### src/rtl/trr_pkg.sv
package trr_pkg;

   typedef enum logic {
      MODE_LPM   = 1'b0,
      MODE_EXACT = 1'b1
   } srch_mode_e;

   // stage at which the shorter-latency search joins the shared delay line
   function automatic int join_stage(input int lat_long, input int lat_short);
      return lat_long - lat_short;
   endfunction

endpackage

### src/rtl/trr_mode_gate.sv
module trr_mode_gate
   import trr_pkg::*;
#(
   parameter bit SAME_LAT = 1'b0
) (
   input  logic clk,
   input  logic rst_n,
   input  logic enable,
   input  logic issue_vld,
   input  logic issue_exact,
   input  logic busy,
   output logic push_long,
   output logic push_short
);

   srch_mode_e cur_mode_q;
   srch_mode_e req_mode;
   logic       accept;

   assign req_mode = srch_mode_e'(issue_exact);

   generate
      if (SAME_LAT) begin : g_free
         // equal latencies cannot reorder, every issue is taken
         assign accept = enable & issue_vld;
      end else begin : g_frozen
         assign accept = enable & issue_vld & (~busy | (req_mode == cur_mode_q));
      end
   endgenerate

   assign push_long  = accept & (req_mode == MODE_LPM);
   assign push_short = accept & (req_mode == MODE_EXACT);

   always_ff @(posedge clk or negedge rst_n) begin
      if (!rst_n) begin
         cur_mode_q <= MODE_LPM;
      end else if (accept) begin
         cur_mode_q <= req_mode;
      end
   end

   // the mode only moves on an edge where nothing was in flight
   p_mode_frozen_r8 : assert property (@(posedge clk) disable iff (!rst_n)
      (!SAME_LAT && !$stable(cur_mode_q)) |-> !$past(busy));

endmodule

### src/rtl/trr_delay_line.sv
module trr_delay_line #(
   parameter int DEPTH  = 8,
   parameter int JOIN   = 2,
   parameter int TAG_W  = 4
) (
   input  logic             clk,
   input  logic             rst_n,
   input  logic             push_long,
   input  logic             push_short,
   input  logic [TAG_W-1:0] push_tag,
   output logic             out_vld,
   output logic [TAG_W-1:0] out_tag,
   output logic             busy
);

   logic [DEPTH-1:0] vld_q, vld_d;
   logic [TAG_W-1:0] tag_q [DEPTH];
   logic [TAG_W-1:0] tag_d [DEPTH];

   generate
      for (genvar i = 0; i < DEPTH; i++) begin : g_stage
         if (i == 0 && JOIN == 0) begin : g_head_join
            assign vld_d[i] = push_long | push_short;
            assign tag_d[i] = push_tag;
         end else if (i == 0) begin : g_head
            assign vld_d[i] = push_long;
            assign tag_d[i] = push_tag;
         end else if (i == JOIN) begin : g_join
            assign vld_d[i] = vld_q[i-1] | push_short;
            assign tag_d[i] = push_short ? push_tag : tag_q[i-1];
         end else begin : g_shift
            assign vld_d[i] = vld_q[i-1];
            assign tag_d[i] = tag_q[i-1];
         end
      end

      if (JOIN > 0) begin : g_join_chk
         // a joining search never lands on an occupied slot
         p_no_collide_r3 : assert property (@(posedge clk) disable iff (!rst_n)
            push_short |-> !vld_q[JOIN-1]);
      end
   endgenerate

   always_ff @(posedge clk or negedge rst_n) begin
      if (!rst_n) begin
         vld_q <= '0;
         for (int i = 0; i < DEPTH; i++) tag_q[i] <= '0;
      end else begin
         vld_q <= vld_d;
         for (int i = 0; i < DEPTH; i++) tag_q[i] <= tag_d[i];
      end
   end

   assign out_vld = vld_q[DEPTH-1];
   assign out_tag = tag_q[DEPTH-1];
   assign busy    = |vld_q;

endmodule

### src/rtl/trr_out_arb.sv
module trr_out_arb #(
   parameter int TAG_W  = 4,
   parameter int IDX_W  = 24,
   parameter int DROP_W = 8
) (
   input  logic              clk,
   input  logic              rst_n,
   input  logic              nfa_take,
   input  logic [IDX_W-1:0]  nfa_addr,
   input  logic              res_vld,
   input  logic [TAG_W-1:0]  res_tag,
   input  logic [IDX_W-1:0]  casc_idx,
   output logic [IDX_W-1:0]  index_out,
   output logic              index_valid,
   output logic [TAG_W-1:0]  tag_out,
   output logic [DROP_W-1:0] drop_count
);

   localparam logic [DROP_W-1:0] DROP_MAX = '1;

   logic collide;
   assign collide = nfa_take & res_vld;

   always_ff @(posedge clk or negedge rst_n) begin
      if (!rst_n) begin
         index_out   <= '0;
         index_valid <= 1'b0;
         tag_out     <= '0;
      end else if (nfa_take) begin
         index_out   <= nfa_addr;
         index_valid <= 1'b1;
         tag_out     <= '0;
      end else if (res_vld) begin
         index_out   <= casc_idx;
         index_valid <= 1'b1;
         tag_out     <= res_tag;
      end else begin
         index_valid <= 1'b0;
      end
   end

   always_ff @(posedge clk or negedge rst_n) begin
      if (!rst_n) begin
         drop_count <= '0;
      end else if (collide && drop_count != DROP_MAX) begin
         drop_count <= drop_count + 1'b1;
      end
   end

   // an accepted read owns the port on the next cycle
   p_read_wins_r4 : assert property (@(posedge clk) disable iff (!rst_n)
      nfa_take |=> (index_valid && index_out == $past(nfa_addr) && tag_out == '0));

   // a collision below the ceiling adds exactly one drop
   p_drop_step_r5 : assert property (@(posedge clk) disable iff (!rst_n)
      (collide && drop_count != DROP_MAX) |=> drop_count == $past(drop_count) + 1'b1);

   // no collision, no change in the drop count
   p_drop_hold_r5 : assert property (@(posedge clk) disable iff (!rst_n)
      !collide |=> $stable(drop_count));

   // each strobe follows a read or a due result
   p_strobe_cause_r6 : assert property (@(posedge clk) disable iff (!rst_n)
      (!nfa_take && !res_vld) |=> !index_valid);

endmodule

### src/rtl/tag_result_ret.sv
module tag_result_ret
   import trr_pkg::*;
#(
   parameter int TAG_W     = 4,
   parameter int IDX_W     = 24,
   parameter int LAT_LPM   = 8,
   parameter int LAT_EXACT = 6,
   parameter int DROP_W    = 8
) (
   input  logic              clk,
   input  logic              rst_n,
   input  logic              enable,
   input  logic              issue_vld,
   input  logic              issue_exact,
   input  logic [TAG_W-1:0]  issue_tag,
   input  logic              nfa_rd,
   input  logic [IDX_W-1:0]  nfa_addr,
   input  logic [IDX_W-1:0]  casc_idx,
   output logic [IDX_W-1:0]  index_out,
   output logic              index_valid,
   output logic [TAG_W-1:0]  tag_out,
   output logic [DROP_W-1:0] drop_count
);

   localparam int DEPTH    = LAT_LPM;
   localparam int JOIN     = join_stage(LAT_LPM, LAT_EXACT);
   localparam bit SAME_LAT = (JOIN == 0);

   initial begin
      chk_lat : assert (LAT_EXACT >= 1 && LAT_EXACT <= LAT_LPM)
         else $error("exact latency must lie in 1..LAT_LPM");
      chk_width : assert (TAG_W >= 1 && IDX_W >= 1 && DROP_W >= 1)
         else $error("widths must be positive");
   end

   logic             push_long, push_short, busy;
   logic             res_vld;
   logic [TAG_W-1:0] res_tag;
   logic             nfa_take;

   assign nfa_take = enable & nfa_rd;

   trr_mode_gate #(
      .SAME_LAT (SAME_LAT)
   ) u_gate (
      .clk         (clk),
      .rst_n       (rst_n),
      .enable      (enable),
      .issue_vld   (issue_vld),
      .issue_exact (issue_exact),
      .busy        (busy),
      .push_long   (push_long),
      .push_short  (push_short)
   );

   trr_delay_line #(
      .DEPTH (DEPTH),
      .JOIN  (JOIN),
      .TAG_W (TAG_W)
   ) u_line (
      .clk        (clk),
      .rst_n      (rst_n),
      .push_long  (push_long),
      .push_short (push_short),
      .push_tag   (issue_tag),
      .out_vld    (res_vld),
      .out_tag    (res_tag),
      .busy       (busy)
   );

   trr_out_arb #(
      .TAG_W  (TAG_W),
      .IDX_W  (IDX_W),
      .DROP_W (DROP_W)
   ) u_arb (
      .clk         (clk),
      .rst_n       (rst_n),
      .nfa_take    (nfa_take),
      .nfa_addr    (nfa_addr),
      .res_vld     (res_vld),
      .res_tag     (res_tag),
      .casc_idx    (casc_idx),
      .index_out   (index_out),
      .index_valid (index_valid),
      .tag_out     (tag_out),
      .drop_count  (drop_count)
   );

   // with enable low nothing new enters the line
   p_gated_r7 : assert property (@(posedge clk) disable iff (!rst_n)
      !enable |-> !(push_long || push_short));

   // a due result always reaches the port unless a read is taken
   p_result_out_r1 : assert property (@(posedge clk) disable iff (!rst_n)
      (res_vld && !nfa_take) |=> (index_valid && tag_out == $past(res_tag)));

endmodule

### config.mk
export PLATFORM = sky130hd
export DESIGN_NAME = tag_result_ret
export DESIGN_NICKNAME = d
export VERILOG_FILES = /design/src/rtl/trr_pkg.sv /design/src/rtl/trr_mode_gate.sv /design/src/rtl/trr_delay_line.sv /design/src/rtl/trr_out_arb.sv /design/src/rtl/tag_result_ret.sv
export SDC_FILE = /design/constraint.sdc
export NUM_CORES = 1
export LEC_CHECK = 0
export ABC_AREA = 1
export BUFFER_PORTS_ARGS = -buffer_cell sky130_fd_sc_hd__buf_4
export CORE_MARGIN = 1
export CORE_UTILIZATION = 33
export DETAILED_ROUTE_END_ITERATION = 16
export PLACE_DENSITY = 0.59
export SETUP_SLACK_MARGIN = 0.15
export SYNTH_ARGS = -nofsm -noshare
export SYNTH_HDL_FRONTEND = slang
export SYNTH_SLANG_ARGS = --single-unit
export TNS_END_PERCENT = 30
### constraint.sdc
create_clock -name clk -period 2.6 [get_ports clk]
set_input_delay 0.78 -clock clk [delete_from_list [all_inputs] [get_ports clk]]
set_output_delay 0.78 -clock clk [all_outputs]
set_load 0.03 [all_outputs]
==> impl_results.md, run 1 <==
- Most frequent cells in the layout: nand3_1 (99), buf_4 (99), dfrtp_1 (78)
- Clock Skew: 0.0103 ns
- CP Max Fanout: 20
- Antenna Cells: 0
- Routed len/inst: 13.6 um
- Fin crit period: 1.83 ns
- Clock sink total: 78
- Die area: 9480 um2
- Post_cts resized: 0
- Avg Inst Size Synth: 10.6 um2
- Max Fclk: 545 MHz
- Finished Cell Area: 4010 um2
- Async SR Flop Fraction: 100%
- Vias in the first global route: 2,163
- First-pass GRT wire length: 10,700 um
- Placed instance area: 3780 um2
- Placed cells: 471
- Fin crit share: 70.6%
- GPL Wtd Cong: 0.727
- Routed vias: 2,327
- Critical Path End: u_arb.index_out[12]
- # IOs: 95
- Die span in y: 97.4 um
- Reg2reg path depth: 4
- Clk root buf: clkbuf_8
- Least-Margin Pin Slew: 0.677 ns
- R2R Setup Slk: 0.77 ns
- Status: finished, final reports clean
- Synth cell types: 27
- Die X: 97.4 um
- Clock Pin Slew Worst Setup and Hold Paths: 0.08 ns
- Final net count: 433
- Vias per cell: 4.78
- Storage element area: 1950 um2
- Clock Latency Late Sink: 0.35 ns
- Setup crit start kind: flip-flop
- GR Overflow Total: 0
- Final Power: 3.59 mW
- Fill cell count: 839
- Max-cap violations: 0
- Critical path startpoint: u_line.vld_q[7]
- Crit Path Category: reg -> reg
- Router iterations before antenna repair: 5
- Hold Path Class: reg -> reg
- CTS H-Tree Depth: 3
- Syn. warnings: 0
- Layout cells sized above 1: 33.0%
- RR Startpoint: u_line.vld_q[7]
- Pin count of the biggest net entering global routing: 55
- CTS Hold Bufs: 0
- Register area share after synthesis: 65.1%
- Crit end category: flip-flop
- Starting Density: 34.2%
- Crit path required time: 2.82 ns
- Initial antenna violation count: 0
- Max_slew headroom: 54.9%
- Maximum vdd drop: 0.367 mV
- Syn Nets: 341
- Pwr dens: 896 nW/um2
- Footprint of the multi-input gates: 916 um2
- Mapped Area: 3000 um2
- Critical path arrival: 2.06 ns
- Antenna-violating nets left: 0
- Cells after Synth: 282
- WHS: 0.352 ns
- Port Buf Inserts: 94
- Total track usage: 14.3%
- Initial DRC count: 148
- CTS tree: done
- Placeable Area: 8760 um2
- Clk buf depth: 2
- Final Hold Vio Count: 0
- Register bit total from synthesis: 78
- Number of endpoints failing setup at the final stage: 0
- Floorplan row count: 34
- Ys flop type: dfrtp_1
- DP HPWL: 4650 um
- Non-Filler Instances: 487
- Post-CTS setup buffer count: 0
- Post-synth EDFFs: 0
- Setup TNS: 0 ns
- CTS Buf Count: 9
- Leak: 2.00 nW
- RR Endpoint: u_arb.index_out[12]
- RSZ-0062 raised after global routing: no
- Area grow syn2layout: 33.6%
- Count of pins over their slew limit: 0
- Total Wirelength: 6640 um
- DR DRC count: 0
## cell type report
class,instances,area share (%)
clock buffers,10,3.43
well taps,108,3.37
repair buffers,99,18.5
flip-flops and latches,78,48.7
clock inverters,6,2.34
multi-input cells,178,22.9
inverters,8,0.749
## cell usage after synthesis (2+ instances only)
cell	n	area share [%]
nand3_1	99	17
dfrtp_1	78	65
nand2_1	36	4.5
nor2_1	14	1.8
buf_2	10	1.7
inv_1	7	0.88
o21ai_0	6	1.0
nand4_1	5	1.0
buf_4	4	1.0
xnor2_1	4	1.2
clkbuf_1	2	0.25
xor2_1	2	0.58
## through the flow
step	utilization, %	worst slack [ns]
after floorplan	-	1.07
after global placement	43.1	0.711
after detailed placement	43.1	0.670
after CTS	45.7	0.737
after global routing	45.7	0.532
final	45.7	0.765
## sequential cells by signal, summed over array words and instances, names as in the netlist
signal,flops
u_arb.index_out,24
u_line.tag_d,24
u_arb.drop_count,8
u_line.vld_q,8
u_arb.tag_out,4
u_line.out_tag,4
u_line.tag_q,4
u_arb.index_valid,1
u_gate.cur_mode_q,1
## how the worst min path moves through the flow
stage	slack [ns]	to	startpoint	cells past startpoint
after global routing	0.36	u_line.out_tag[0]	u_line.tag_d[0]	0
final	0.35	u_line.tag_d[3]	u_line.tag_d[7]	0
after CTS	0.35	u_line.tag_d[2]	u_line.tag_d[6]	0
after detailed placement	0.33	u_line.tag_d[12]	u_line.tag_d[16]	0
after floorplan	0.33	u_line.out_tag[0]	u_line.tag_d[0]	0
after global placement	0.33	u_line.tag_q[25]	u_line.tag_d[25]	0
## metal layers
metal  vias up  global-route usage (%)  share of wire [%]
met5         -                       0                  0
met4         0                    3.73               0.87
met3         9                    4.10                5.5
met2        82                    21.1                 47
met1      1097                    20.6                 47
li1       1139                       -                  -
## report_power, final
group	switching (mW)	total, mW	internal [mW]
Clock	0.459	1.03	0.573
Sequential	0.151	1.59	1.44
Combinational	0.597	0.974	0.377
## cell families (layout without fill, tap and decap cells)
kind of cell	count (synthesis)	count (layout)	synth area share (%)
buffers and inverters	26	123	4.42
DFF	78	78	65.1
and+or+nand+nor	164	164	27.1
xor gates and xnor gates	6	6	1.75
AOI/OAI and AO/OA	7	7	1.29
adders and majority gates	1	1	0.417
## critical path, stage by stage (launching register included)
cell     delay (ns)
dfrtp_1        0.78
inv_1          0.42
buf_4          0.33
nand3_1        0.10
nand3_1        0.08
(Power assumes the default switching activity.)
==> run 2, diff against run 1 <==
--- a/config.mk
+++ b/config.mk
@@ -5,7 +5,7 @@
 export SDC_FILE = /design/constraint.sdc
 export NUM_CORES = 1
 export LEC_CHECK = 0
-export ABC_AREA = 1
+export ABC_AREA = 0
 export BUFFER_PORTS_ARGS = -buffer_cell sky130_fd_sc_hd__buf_4
 export CORE_MARGIN = 1
 export CORE_UTILIZATION = 33
==> constraint.sdc (replaced) <==
create_clock -name clk -period 1.9 [get_ports clk]
set_input_delay 0.57 -clock clk [delete_from_list [all_inputs] [get_ports clk]]
set_output_delay 0.57 -clock clk [all_outputs]
set_load 0.03 [all_outputs]
==> run 2 against run 1 <==
  * Hold slack lost 0.16 ns
  * Synthesized cell count shrank 27%
  * Die area shrank 5.4%
  * Fmax grew 3.1%
  * Total power grew 37%
  * Global-route usage shrank 1.3 points
  * Register-to-register slack lost 0.64 ns
  * Sequential cell count is the same
  * Synthesized area shrank 5.5%
  * Sequential power grew 31%
  * Critical path type unchanged
  * Sequential share of layout area grew 0.60 points
  * Highest routed layer unchanged
==> impl_results.md, run 2 <==
- Grt met1 use: 16.1% (was 20.6%)
- Post-synthesis adder-cell area fraction: 0.442% (was 0.417%)
- Storage element area: 1960 um2 (was 1950 um2)
- Clock Latency Late Sink: 0.34 ns (was 0.35 ns)
- Synth cell types: 26 (was 27)
- Final net count: 368 (was 433)
- Non-Filler Instances: 419 (was 487)
- Antenna Cells: 0 (unchanged)
- Die span in y: 94.7 um (was 97.4 um)
- Mapped Area: 2830 um2 (was 3000 um2)
- RR Startpoint: u_line.vld_q[2] (was u_line.vld_q[7])
- Die X: 94.7 um (was 97.4 um)
- Die area: 8960 um2 (was 9480 um2)
- Status: finished, final reports clean (unchanged)
- Largest family of logic cells by synthesized area: multiplexers (was simple AND/OR/NAND/NOR gates)
- CTS tree: done (unchanged)
- Avg Inst Size Synth: 13.7 um2 (was 10.6 um2)
- CTS H-Tree Depth: 3 (unchanged)
- Critical path startpoint: u_line.vld_q[2] (was u_line.vld_q[7])
- RSZ-0062 raised after global routing: yes (was no)
- Register area share after synthesis: 68.9% (was 65.1%)
- Least-Margin Pin Slew: 0.541 ns (was 0.677 ns)
- First-pass GRT wire length: 8540 um (was 10,700 um)
- R2R Setup Slk: 0.12 ns (was 0.77 ns)
- Commonest non-fill, non-tap cell in the layout: buf_4
- Footprint of the multi-input gates: 835 um2 (was 916 um2)
- Router iterations before antenna repair: 4 (was 5)
- Port Buf Inserts: 94 (unchanged)
- Hold Path Class: in -> async (was reg -> reg)
- DR DRC count: 0 (unchanged)
- Total track usage: 13.0% (was 14.3%)
- Register bit total from synthesis: 78 (unchanged)
- Max-cap violations: 0 (unchanged)
- Floorplan row count: 33 (was 34)
- Ys flop type: dfrtp_1 (unchanged)
- Placed cells: 403 (was 471)
- Setup crit start kind: flip-flop (unchanged)
- Setup TNS: 0 ns (unchanged)
- Max stage delay on crit path: 0.56 ns (was 0.78 ns)
- Synth Area in Compound Gates: 5.87% (was 1.29%)
- Pin count of the biggest net entering global routing: 38 (was 55)
- CTS Buf Count: 9 (unchanged)
- Crit-path leading delay family: simple AND/OR/NAND/NOR gates (was flip-flops)
- Routed len/inst: 12.8 um (was 13.6 um)
- Fin crit period: 1.78 ns (was 1.83 ns)
- Critical path's slowest cell: or4_4 (was dfrtp_1)
- WHS: 0.195 ns (was 0.352 ns)
- Share of the synthesized area in the top cell type: 68.9% (was 65.1%)
- Clock Pin Slew Worst Setup and Hold Paths: 0.08 ns (about the same)
- Post-synth top cells: dfrtp_1 (78), nand2_1 (29), mux2i_1 (28) (was nand3_1 (99), dfrtp_1 (78), nand2_1 (36))
- Number of endpoints failing setup at the final stage: 0 (unchanged)
- Async SR Flop Fraction: 100% (unchanged)
- Syn. warnings: 0 (unchanged)
- Cells after Synth: 207 (was 282)
- Met2 usage: 20.1% (was 21.1%)
- Max_slew headroom: 63.9% (was 54.9%)
- Comb pwr share: 25.2% (was 27.1%)
- Area grow syn2layout: 40.0% (was 33.6%)
- GPL Wtd Cong: 0.736 (was 0.727)
- Max Fclk: 562 MHz (was 545 MHz)
- GR Util met3: 6.12% (was 4.10%)
- Syn Nets: 266 (was 341)
- Fin crit share: 93.6% (was 70.6%)
- Crit. path cell count: 4 (unchanged)
- Multiplexer share of the synthesized area: 12.8% (was 0%)
- Post-synth EDFFs: 0 (unchanged)
- Initial DRC count: 35 (was 148)
- Reg2reg path depth: 4 (unchanged)
- Most frequent cells in the layout: buf_4 (100), dfrtp_1 (75), nand2_1 (29) (was nand3_1 (99), buf_4 (99), dfrtp_1 (78))
- Vias per cell: 4.45 (was 4.78)
- DP HPWL: 3770 um (was 4650 um)
- # IOs: 95 (unchanged)
- Starting Density: 34.3% (was 34.2%)
- Int Pwr: 3.52 mW (was 2.39 mW)
- Final Hold Vio Count: 0 (unchanged)
- CP Max Fanout: 5 (was 20)
- Critical Path End: u_line.tag_d[17] (was u_arb.index_out[12])
- Clock sink total: 78 (unchanged)
- CTS Hold Bufs: 0 (unchanged)
- Initial antenna violation count: 0 (unchanged)
- Worst path bufs/invs: 0 (was 2)
- Antenna-violating nets left: 0 (unchanged)
- Placeable Area: 8260 um2 (was 8760 um2)
- Critical Path, Cell by Cell: or4_4 > nor2_4 > o2111a_4 > mux2_4 (was inv_1 > buf_4 > nand3_1 > nand3_1)
- Switching share of power: 28.7% (was 33.6%)
- Fill cell count: 767 (was 839)
- Clock Skew: 0.0103 ns (about the same)
- Clk pwr share: 32.5% (was 28.7%)
- Crit Path Category: reg -> reg (unchanged)
- GR Overflow Total: 0 (unchanged)
- XOR/XNOR share of the synthesized area: 2.16% (was 1.75%)
- Share of power burned in registers: 42.2% (was 44.1%)
- Peak-usage layer in the global routing report: met2 (unchanged)
- Synth area leader: dfrtp_1 (unchanged)
- Top post-synthesis cells by area: dfrtp_1 (69%), mux2i_1 (9.9%), o21ai_1 (4.2%) (was dfrtp_1 (65%), nand3_1 (17%), nand2_1 (4.5%))
- Leak: 1.90 nW (was 2.00 nW)
- Crit path required time: 2.12 ns (was 2.82 ns)
- Maximum vdd drop: 1.20 mV (was 0.367 mV)
- Count of pins over their slew limit: 0 (unchanged)
- Clk root buf: clkbuf_8 (unchanged)
- Critical path arrival: 2.00 ns (was 2.06 ns)
- Sw power: 1.42 mW (was 1.21 mW)
- Vias in the first global route: 1,789 (was 2,163)
- Total Wirelength: 5350 um (was 6640 um)
- Pwr dens: 1240 nW/um2 (was 896 nW/um2)
- Crit end category: flip-flop (unchanged)
- RR Endpoint: u_line.tag_d[17] (was u_arb.index_out[12])
- Routed vias: 1,863 (was 2,327)
- Post-Synth Simple-Gate Area: 7.99% (was 27.1%)
- Layout cells sized above 1: 41.1% (was 33.0%)
- Clk buf depth: 2 (unchanged)
- Most common cell in the netlist: dfrtp_1 (was nand3_1)
==> run 2: cell types whose count changed after synthesis, moves of 7 or more <==
cell,change
o21ai_1,+24
nor2_1,-7
nand2_1,-7
buf_2,-7
nand3_1,-97
mux2i_1,+28
==> run 2: area by class of cell <==
| type | instances | area share, % |
|---|---|---|
| Sequential cell | 78 | 49.3 |
| Clock buffer | 11 | 3.56 |
| Multi-Input combinational cell | 118 | 21.0 |
| Tap cell | 105 | 3.31 |
| Timing Repair Buffer | 101 | 19.4 |
| Inverter | 1 | 0.0946 |
| Clock inverter | 5 | 3.25 |
==> run 2: worst register-to-register path, stage by stage, from the launching register on <==
cell	delay (ns)
dfrtp_1	0.39
or4_4	0.56
nor2_4	0.14
o2111a_4	0.28
mux2_4	0.31
==> run 2: cells by family after synthesis <==
family,after synthesis
flops,78
simple gates,50
mux,34
compound gates,26
buf+inv,11
xor+xnor,7
fa+ha+maj,1
==> run 2: power groups by stage <==
| stage | clock network, mW | registers [mW] | logic [mW] |
|---|---|---|---|
| floorplan | 0 | 2.45 | 0.400 |
| global placement | 0 | 2.11 | 1.25 |
| detailed placement | 0 | 2.12 | 1.26 |
| CTS | 1.66 | 2.09 | 1.27 |
| global route | 1.73 | 2.12 | 1.34 |
| finish | 1.61 | 2.09 | 1.25 |
==> run 2: per-layer routing <==
| layer | wire (um) | vias up |
|---|---|---|
| met1 | 2490 | 888 |
| met4 | 56 | 0 |
| met3 | 365 | 4 |
| li1 | - | 908 |
| met5 | 0 | - |
| met2 | 2440 | 63 |
==> run 2: how the worst min path moves through the flow <==
stage	slack [ns]	end	start
after global routing	0.20	u_line.vld_q[1]	rst_n
final	0.19	u_line.vld_q[1]	rst_n
after global placement	0.33	u_line.tag_q[25]	u_line.tag_d[25]
after detailed placement	0.33	u_line.out_tag[3]	u_line.tag_d[3]
after CTS	0.19	u_line.vld_q[1]	rst_n
after floorplan	0.27	u_arb.drop_count[0]	rst_n
==> run 2: metrics by stage <==
step / instance area, um2 / setup slack, ns / total power [mW] / utilization [%]
after global routing: 3970 / 0.0847 / 5.19 / 48.0
final: 3970 / 0.121 / 4.94 / 48.0
after global placement: 3690 / 0.172 / 3.36 / 44.7
after detailed placement: 3690 / 0.129 / 3.38 / 44.7
after CTS: 3970 / 0.127 / 5.01 / 48.0
after floorplan: 2840 / 0.146 / 2.85 / -
==> run 2: repair_timing <==
item | CTS | global route
gates resized for setup | 1 | 0
buffers inserted | 0 | 0
pin swaps | 0 | 3
endpoints found under the setup margin | 4 | 5
